`src/rtl/adc_result_latch.sv`:
```
module adc_result_latch #(
  parameter int RES_W = 10,
  parameter int BUS_W = 8
) (
  input  logic             clk,
  input  logic             rst_n,
  input  logic             res_valid,
  input  logic [RES_W-1:0] res_data,
  input  logic             left_adj,
  input  logic             rd_lo,
  input  logic             rd_hi,
  output logic [BUS_W-1:0] lo_byte,
  output logic [BUS_W-1:0] hi_byte,
  output logic             lost
);
  localparam int WIDE  = 2 * BUS_W;
  localparam int SHIFT = WIDE - RES_W;

  logic [RES_W-1:0] res_q;
  logic             lock_q;
  logic             hold;
  logic [WIDE-1:0]  wide;

  assign hold = (lock_q | rd_lo) & ~rd_hi;

  always_ff @(posedge clk or negedge rst_n) begin
    if (!rst_n) begin
      res_q  <= '0;
      lock_q <= 1'b0;
      lost   <= 1'b0;
    end else begin
      if (res_valid && !hold) res_q <= res_data;
      lost <= res_valid & hold;
      if (rd_hi)      lock_q <= 1'b0;
      else if (rd_lo) lock_q <= 1'b1;
    end
  end

  assign wide    = left_adj ? (WIDE'(res_q) << SHIFT) : WIDE'(res_q);
  assign lo_byte = wide[BUS_W-1:0];
  assign hi_byte = wide[WIDE-1:BUS_W];

  a_r2_capture: assert property (@(posedge clk) disable iff (!rst_n)
    (res_valid && !hold) |=> (res_q == $past(res_data)));
  a_r6_hold: assert property (@(posedge clk) disable iff (!rst_n)
    (lock_q && !rd_hi) |=> $stable(res_q));
  a_r6_lock_set: assert property (@(posedge clk) disable iff (!rst_n)
    (rd_lo && !rd_hi) |=> lock_q);
  a_r7_lost: assert property (@(posedge clk) disable iff (!rst_n)
    (res_valid && hold) |=> lost);
  a_r7_no_lost: assert property (@(posedge clk) disable iff (!rst_n)
    !(res_valid && hold) |=> !lost);
  a_r9_release: assert property (@(posedge clk) disable iff (!rst_n)
    rd_hi |=> !lock_q);
  a_r3_unused: assert property (@(posedge clk) disable iff (!rst_n)
    !left_adj |-> (hi_byte >> (RES_W - BUS_W)) == '0);
  a_r4_unused: assert property (@(posedge clk) disable iff (!rst_n)
    left_adj |-> (lo_byte << (BUS_W - SHIFT)) == '0);
endmodule

```
`config.mk`:
```
export PLATFORM = sky130hd
export DESIGN_NAME = adc_result_latch
export DESIGN_NICKNAME = d
export VERILOG_FILES = /design/src/rtl/adc_result_latch.sv
export SDC_FILE = /design/constraint.sdc
export NUM_CORES = 1
export LEC_CHECK = 0
export ABC_AREA = 0
export ABC_CLOCK_PERIOD_IN_PS = 2800
export BUFFER_PORTS_ARGS = -buffer_cell sky130_fd_sc_hd__buf_4
export CORE_MARGIN = 3
export CORE_UTILIZATION = 45
export DETAILED_ROUTE_END_ITERATION = 16
export PLACE_DENSITY = 0.85
export SETUP_SLACK_MARGIN = 0.3
export SYNTH_ARGS = -nofsm -noshare
export SYNTH_HDL_FRONTEND = slang
export SYNTH_SLANG_ARGS = --single-unit
```
`constraint.sdc`:
```
create_clock -name clk -period 2.8 [get_ports clk]
set_input_delay 0.56 -clock clk [delete_from_list [all_inputs] [get_ports clk]]
set_output_delay 0.56 -clock clk [all_outputs]
set_load 0.005 [all_outputs]
```
==> flow_metrics.tcl, run 1 <==
set metrics [dict create \
    status "finished clean" \
    syn_avg_cell_area_um2 8.847 \
    dpl_worst_slack_ns 1.178 \
    cp_common_cell "buf_4" \
    yosys-mux-area-fraction_pct 0 \
    synthAdderAreaFrac_pct 0 \
    final_area_um2 879.6 \
    synth_compound_area_share_pct 18.73 \
    io_pins 33 \
    cpPeakStageDelay_ns 0.21 \
    clk_path_buf_depth 2 \
    numClockSinks 12 \
    antenna_left 0 \
    wl_per_cell_um 14.23 \
    start_util_pct 52.29 \
    grt_pass1_wl_mm 2.739 \
    grt_overflow 0 \
    synth_top_family_by_area "simple AND/OR/NAND/NOR gates" \
    placed_cells 112 \
    post_cts_buffers 0 \
    fmax_ghz 0.6071 \
    drive_above_1_share_pct 36.63 \
    finalHoldViolations 0 \
    drt-initial-drc-count 16 \
    final_cells 115 \
    crit_fanout 20 \
    yosys.cell_types.count 12 \
    clockRootBuffer "clkbuf_4" \
    fillers 107 \
    ctsHoldBuffers 0 \
    min_period_ns 1.647 \
    crit_chain "buf_4, o21ai_0, buf_4" \
    peakVddDrop_v 0.0003181 \
    synth_area_leaders "dfrtp_1, o32ai_1, nand2_1" \
    avgViaCountPerCell 5.417 \
    yosysWarnings 0 \
    layout_commonest_cell "buf_4" \
    syn_inst 71 \
    drt-met1-wl_um 573 \
    path_class "input port to output pin" \
    cts_tree "built" \
    vias 623 \
    tightestPinTransition_ns 0.4520 \
    synth_simple_gate_area_share_pct 22.91 \
    place_congestion 0.7649 \
    cts.clk_slew.worst_paths_ns 0.07 \
    row_count 12 \
    met2_length_um 869 \
    dieWidth_um 43.36 \
    max_cap_violations 0 \
    fp.dieArea_um2 1880 \
    clock_latency_ns 0.27 \
    yosys.area.top_type "dfrtp_1" \
    io_buffers 32 \
    finalMaxSlewViolations 0 \
    crit_required_ns 2.24 \
    grt_max_degree 21 \
    die-height_um 43.36 \
    cpMaxStageDelayCell "o21ai_0" \
    syn_area_um2 628.1 \
    power.density_nw_per_um2 489.1 \
    relSlewSlack_pct 69.83 \
    synthXorXnorAreaFrac_pct 0 \
    synth_fp_nets 87 \
    grt_pass1_vias 630 \
    grt_usage_pct 19.38 \
    cp-start-kind "input port" \
    setup_ws_ns 1.153 \
    leakage_nw 0.4525 \
    cts_resized 0 \
    ctsHtreeMaxLevel 1 \
    wl_mm 1.636 \
    met3_length_um 140 \
    fin_skew_ns 0.002010 \
    grt_antenna_before_repair 0 \
    synth_top_cell_area_share_pct 47.81 \
    place_area_um2 857.1 \
    period_share_pct 58.83 \
    syn2layout_area_growth_pct 40.04 \
    rsz0062_at_grt "no" \
    critPathArrivalTime_ns 1.09 \
    nNetsFinal 119 \
    utilization_pct 73.23 \
    layout_common_cells "buf_4, nand2_1, dfrtp_1, inv_1, o32ai_1" \
    seq_area_frac_synth_pct 47.81 \
    drt_pre_antenna_iters 4 \
    setup_viol 0 \
    antenna_cells 0 \
    coreArea_um2 1201 \
    finalSetupTns_ns 0 \
    drc 0 \
    hp-class "input port to async pin" \
    end_kind "output pin" \
    numCtsBuffers 3 \
    ys_seq_elements 12 \
    top_layer_used "met4" \
]
## synthesized netlist by cell type
library cell / instances
nand2_1: 14
nor3b_4: 1
inv_1: 10
o32ai_1: 10
nor2_1: 6
dfrtp_1: 12
o21ai_0: 4
buf_2: 2
buf_6: 1
and2_1: 8
o21ba_2: 1
clkbuf_1: 2
## logic make-up (layout without fill, tap and decap cells)
logic type,Yosys count,in the layout
buffers and inverters,15,45
flip-flops,12,12
AO/OA/AOI/OAI,15,15
AND/OR/NAND/NOR,29,29
## layer usage
metal	global-route usage [%]	vias up
met3	2.490	8
li1	-	297
met5	0	-
met1	22.11	281
met4	7.229	0
met2	36.28	37
## layout make-up
class | count | area, µm² | share of cell area [%]
flip-flops and latches | 12 | 300.3 | 34.14
multi-input cells | 44 | 261.5 | 29.73
clock buffers | 3 | 22.52 | 2.560
repair buffers | 32 | 240.2 | 27.31
inverters | 10 | 37.54 | 4.267
well taps | 14 | 17.52 | 1.991
## worst paths after layout
check | cells past startpoint | slack (ns) | from | to
max | 3 | 1.15 | left_adj | hi_byte[0]
min reg2reg | 2 | 0.57 | res_q[7] | res_q[7]
max in group asynchronous | 1 | 2.53 | rst_n | res_q[4]
max reg2reg | 2 | 1.66 | lock_q | res_q[6]
min | 1 | 0.11 | rst_n | res_q[7]
min in group clk | 3 | 0.54 | res_data[0] | res_q[0]
## worst max-delay path: cells and delay by family
kind,cells,cell delay [ns]
AO/OA/AOI/OAI,1,0.21
buffers and inverters,2,0.32
## state kept, by name, summed over array words and instances, names as in the netlist
| register | count |
|---|---|
| lock_q | 1 |
| lost | 1 |
| res_q | 10 |
## where the power goes
group	switching [mW]	internal (mW)
clock	0.0541	0.0498
combinational	0.0550	0.0667
sequential	0.0105	0.194
total	0.120	0.311
## through the flow
step | hold WS [ns] | power [mW]
2_1_floorplan | 0.2644 | 0.2650
3_3_place_gp | 0.4064 | 0.3248
3_5_place_dp | 0.4101 | 0.3297
4_1_cts | 0.1213 | 0.4323
5_1_grt | 0.1202 | 0.4560
6_report | 0.1149 | 0.4302
No activity file was read; power rests on OpenSTA's default activity.
==> run 2: changes to the inputs <==
Settings changed: ABC_CLOCK_PERIOD_IN_PS 2800 to 1500, CORE_UTILIZATION 45 to 38, PLACE_DENSITY 0.85 to 0.77.
Clock period 2.8 ns to 1.5 ns, I/O delays scaled along.
==> flow_metrics.tcl, run 2 (synthesized netlist as in run 1, its figures left out) <==
set metrics [dict create \
    status "finished clean" \
    fp.dieArea_um2 2177 \
    grt_max_degree 21 \
    drive_above_1_share_pct 48.18 \
    start_util_pct 41.22 \
    clk_path_buf_depth 2 \
    cts_tree "built" \
    numCtsBuffers 3 \
    hp-class "input port to flip-flop" \
    die-height_um 46.66 \
    regMostFlops "res_q" \
    antenna_left 0 \
    grt_pass1_wl_mm 2.608 \
    hold_slack_ns 0.2735 \
    crit_required_ns 1.20 \
    fin_skew_ns 0.003117 \
    period_share_pct 85.81 \
    grt_antenna_before_repair 0 \
    antenna_cells 0 \
    finalSetupTns_ns 0 \
    grt_overflow 0 \
    seq_power_share_pct 41.5 \
    power.total_mw 0.9300 \
    io_buffers 32 \
    fillers 141 \
    reg.largest.list "res_q: 10 flops, lock_q: 1 flops, lost: 1 flops" \
    crit_fanout 2 \
    finalMaxSlewViolations 0 \
    dp_hpwl_mm 1.134 \
    ctsHtreeMaxLevel 1 \
    grt_usage_pct 17.09 \
    relSlewSlack_pct 75.51 \
    internal_power_mw 0.6719 \
    finalHoldViolations 0 \
    cts.clk_slew.worst_paths_ns 0.08 \
    numClockSinks 12 \
    grt_pass1_vias 548 \
    p_sw_mw 0.2582 \
    combPwrFrac_pct 30.5 \
    layout_common_cells "buf_4, nand2_1, dfrtp_1, o32ai_1, and2_1" \
    nNetsFinal 127 \
    drc 0 \
    layout_commonest_cell "buf_4" \
    drt_pre_antenna_iters 4 \
    regArea_um2 300.3 \
    peakVddDrop_v 0.0006394 \
    rsz0062_at_grt "yes" \
    critPathArrivalTime_ns 0.99 \
    vias 666 \
    multi_input_area_um2 270.3 \
    place_congestion 0.7645 \
    largest_register_ffs 10 \
    fmax_ghz 0.7769 \
    row_count 14 \
    leakage_nw 0.4993 \
    wl_mm 1.822 \
    path_class "flip-flop to output pin" \
    p_sw_share_pct 27.76 \
    drt-initial-drc-count 17 \
    tightestPinTransition_ns 0.3673 \
    dpl_worst_slack_ns 0.3181 \
    clockPowerShare_pct 28.0 \
    setup_viol 0 \
    clock_latency_ns 0.27 \
    avgViaCountPerCell 5.286 \
    coreArea_um2 1524 \
    utilization_pct 64.53 \
    clockRootBuffer "clkbuf_4" \
    cp-start-kind "flip-flop" \
    syn2layout_area_growth_pct 56.57 \
    wl_per_cell_um 14.46 \
    min_period_ns 1.287 \
    io_pins 33 \
    setup_ws_ns 0.2128 \
    max_cap_violations 0 \
    dieWidth_um 46.66 \
    end_kind "output pin" \
    power.density_nw_per_um2 945.7 \
]
==> run 2: cell count changes in the layout (fill, tap and decap cells not counted), sizes merged <==
cell	before	now
buf	32	39
clkbuf	3	4
dlygate4sd3	0	1
==> run 2: area by class of cell <==
cell class	instances	area share, %
repair buffers	40	32.44
inverters	10	3.817
multi-input cells	44	27.48
clock buffers	4	3.690
flip-flops and latches	12	30.53
well taps	16	2.036
==> run 2: path summary, 6_finish.rpt <==
path                       slack [ns]   startpoint    endpoint  cells after the start
min                              0.27  res_data[0]    res_q[0]                      3
max in group asynchronous        0.96        rst_n    res_q[7]                      2
min in group asynchronous        0.39        rst_n    res_q[2]                      2
min reg2reg                      0.57     res_q[9]    res_q[9]                      2
max reg2reg                      0.46       lock_q    res_q[3]                      3
max                              0.21     res_q[7]  lo_byte[7]                      3
==> run 2: power groups by stage <==
stage | clock, mW | combinational (mW) | sequential [mW]
2_1_floorplan | 0 | 0.112 | 0.383
3_3_place_gp | 0 | 0.222 | 0.386
3_5_place_dp | 0 | 0.228 | 0.387
4_1_cts | 0.263 | 0.257 | 0.382
5_1_grt | 0.278 | 0.310 | 0.392
6_report | 0.260 | 0.284 | 0.386
==> run 2: routing by layer <==
| metal | track usage [%] | vias up | part of all wire [%] |
|---|---|---|---|
| li1 | - | 315 | - |
| met1 | 21.88 | 304 | 37 |
| met2 | 28.02 | 42 | 51 |
| met3 | 3.516 | 5 | 9.7 |
| met4 | 6.630 | 0 | 2.3 |
| met5 | 0 | - | 0 |
==> run 2: per-stage QoR <==
step | instances | instance area (µm²)
floorplan | 71 | 628.1
global placement | 114 | 859.6
detailed placement | 114 | 859.6
CTS | 123 | 938.4
global route | 126 | 983.4
finish | 126 | 983.4
==> run 2: critical path, stage by stage, from the launching register on <==
cell and delay, ns:
dfrtp_1 0.39, inv_2 0.07, o21ai_2 0.13, buf_4 0.13
==> run 2: timing repair <==
| item | 4_1_cts | 5_1_grt |
|---|---|---|
| buffers inserted | 4 | 3 |
| resized for setup | 5 | 8 |
| pin swaps | 9 | 3 |
| setup endpoints to repair | 13 | 21 |
| hold buffers | 1 | 0 |
| endpoints found under the hold margin | 12 | 0 |
==> run 3: changes to the inputs <==
Settings changed: ABC_AREA 0 to 1.
==> flow_metrics.tcl, run 3 <==
set metrics [dict create \
    end_kind "output pin" \
    cp-start-kind "flip-flop" \
    cts.clk_slew.worst_paths_ns 0.07 \
    peakVddDrop_v 0.0005525 \
    syn_avg_cell_area_um2 7.299 \
    place_congestion 0.6599 \
    path_class "flip-flop to output pin" \
    syn_area_um2 613.1 \
    power.density_nw_per_um2 879.6 \
    grt_usage_pct 13.53 \
    reg.largest.list "res_q: 10 flops, lock_q: 1 flops, lost: 1 flops" \
    wl_mm 1.336 \
    die-height_um 46.17 \
    wl_per_cell_um 9.896 \
    relSlewSlack_pct 87.82 \
    hold_slack_ns 0.2639 \
    period_share_pct 82.72 \
    crit_chain "nor2_1, a21oi_1, buf_4" \
    synth_enable_flop_cells 0 \
    nNetsFinal 138 \
    grt_max_degree 21 \
    syn2layout_area_growth_pct 50.82 \
    finalHoldViolations 0 \
    layout_common_cells "buf_4, nand2_1, inv_1, dfrtp_1, nor2_1" \
    clockRootBuffer "clkbuf_4" \
    ctsHtreeMaxLevel 1 \
    status "finished clean" \
    dieWidth_um 46.17 \
    tightestPinTransition_ns 0.1821 \
    grt_pass1_wl_mm 2.021 \
    finalSetupTns_ns 0 \
    min_period_ns 1.241 \
    crit_required_ns 1.20 \
    synth-async-reset-ratio_pct 100.0 \
    synth_ff_type "dfrtp_1" \
    grt_antenna_before_repair 0 \
    io_pins 33 \
    fin_skew_ns 0.002765 \
    multi_input_area_um2 224.0 \
    regArea_um2 300.3 \
    cpPeakStageDelay_ns 0.40 \
    power.total_mw 0.8133 \
    placed_cells 128 \
    critPathArrivalTime_ns 0.94 \
    drive_above_1_share_pct 36.67 \
    numCtsBuffers 3 \
    max_cap_violations 0 \
    r2r_slack_ns 0.56 \
    numClockSinks 12 \
    avgViaCountPerCell 4.407 \
    largest_register_ffs 10 \
    drt_pre_antenna_iters 4 \
    synth_top_cell_area_share_pct 48.98 \
    synth_fp_nets 100 \
    rsz0062_at_grt "yes" \
    cts_tree "built" \
    synth_area_leaders "dfrtp_1, nand2_1, inv_1" \
    synth_common_cells "nand2_1, inv_1, dfrtp_1" \
    finalMaxSlewViolations 0 \
    grt_pass1_vias 495 \
    cpMaxStageDelayCell "dfrtp_1" \
    regMostFlops "res_q" \
    drt-initial-drc-count 12 \
    dp_hpwl_mm 1.010 \
    seq_area_frac_synth_pct 48.98 \
    fillers 136 \
    post-synth-top-count-cell "nand2_1" \
    ys_seq_elements 12 \
    leakage_nw 0.5691 \
    antenna_left 0 \
    clk_path_buf_depth 2 \
    crit_fanout 3 \
    yosysWarnings 0 \
    coreArea_um2 1399 \
    fmax_ghz 0.8059 \
    row_count 13 \
    final_cells 135 \
    grt_overflow 0 \
    antenna_cells 0 \
    syn_inst 84 \
    layout_commonest_cell "buf_4" \
    yosys.cell_types.count 10 \
    io_buffers 32 \
    clock_latency_ns 0.26 \
    yosys.area.top_type "dfrtp_1" \
    drc 0 \
    fp.dieArea_um2 2131 \
    setup_viol 0 \
    hp-class "input port to flip-flop" \
    vias 595 \
    start_util_pct 43.83 \
]
[run 3: cell types whose count changed in the layout (fill, tap and decap cells not counted), moves of 2 or more]
cell     change
nand2_1     +13
nand3_1     +10
o32ai_1     -10
and2_1       -8
buf_4        -7
inv_1        +7
nor2_1       +6
buf_6        +5
a21oi_1      +4
o21ai_1      -3
inv_2        -2
[run 3: path summary, 6_finish.rpt]
kind,startpoint,cells past startpoint,end
setup / recovery,res_q[8],3,hi_byte[0]
hold / removal,res_data[3],3,res_q[3]
setup reg to reg,lock_q,4,res_q[5]
hold reg to reg,res_q[2],2,res_q[2]
max in group asynchronous,rst_n,2,res_q[4]
min in group asynchronous,rst_n,2,res_q[8]
[run 3: layout make-up]
cell class,instances,area share (%)
flip-flops and latches,12,32.48
repair buffers,37,32.75
clock buffers,3,2.436
multi-input cells,53,24.22
well taps,15,2.030
inverters,15,6.089
[run 3: repair_timing]
| item | CTS | global route |
|---|---|---|
| gates cloned | 0 | 0 |
| endpoints found under the hold margin | 12 | 0 |
| resized for setup | 3 | 6 |
| hold buffers | 1 | 0 |
| pin swaps | 2 | 3 |
| endpoints found under the setup margin | 8 | 16 |
| buffers inserted | 1 | 2 |
[run 3: report_power, final]
| part | internal (mW) | switching [mW] | leakage [nW] |
|---|---|---|---|
| logic | 0.136 | 0.105 | 0.407 |
| registers | 0.362 | 0.0254 | 0.148 |
| clock network | 0.0926 | 0.0932 | 0.0138 |
[run 3: metrics by stage]
| stage | worst slack (ns) | cell area, µm² | utilization [%] |
|---|---|---|---|
| floorplan | 0.5534 | 613.1 | - |
| global placement | 0.4248 | 847.1 | 60.55 |
| detailed placement | 0.3924 | 847.1 | 60.55 |
| CTS | 0.2410 | 890.9 | 63.69 |
| global route | 0.1760 | 924.6 | 66.10 |
| finish | 0.2592 | 924.6 | 66.10 |
[run 3: cells by family after synthesis]
group                  Yosys count  synth area share [%]
AND/OR/NAND/NOR                 48                 31.84
flip-flops                      12                 48.98
buffers and inverters           19                 14.49
AO/OA/AOI/OAI                    5                 4.694
[run 3: worst max-delay path, delay by kind of cell (launching register included)]
kind	cells	cell delay, ns
flops	1	0.40
buf+inv	1	0.14
compound gates	1	0.05
simple gates	1	0.09
[run 3: metal layers]
| layer | track usage, % | vias to the layer above | wire length (µm) |
|---|---|---|---|
| met3 | 2.344 | 2 | 90 |
| met1 | 17.76 | 250 | 570 |
| li1 | - | 324 | - |
| met2 | 20.33 | 19 | 654 |
| met5 | 0 | - | 0 |
| met4 | 8.523 | 0 | 21 |
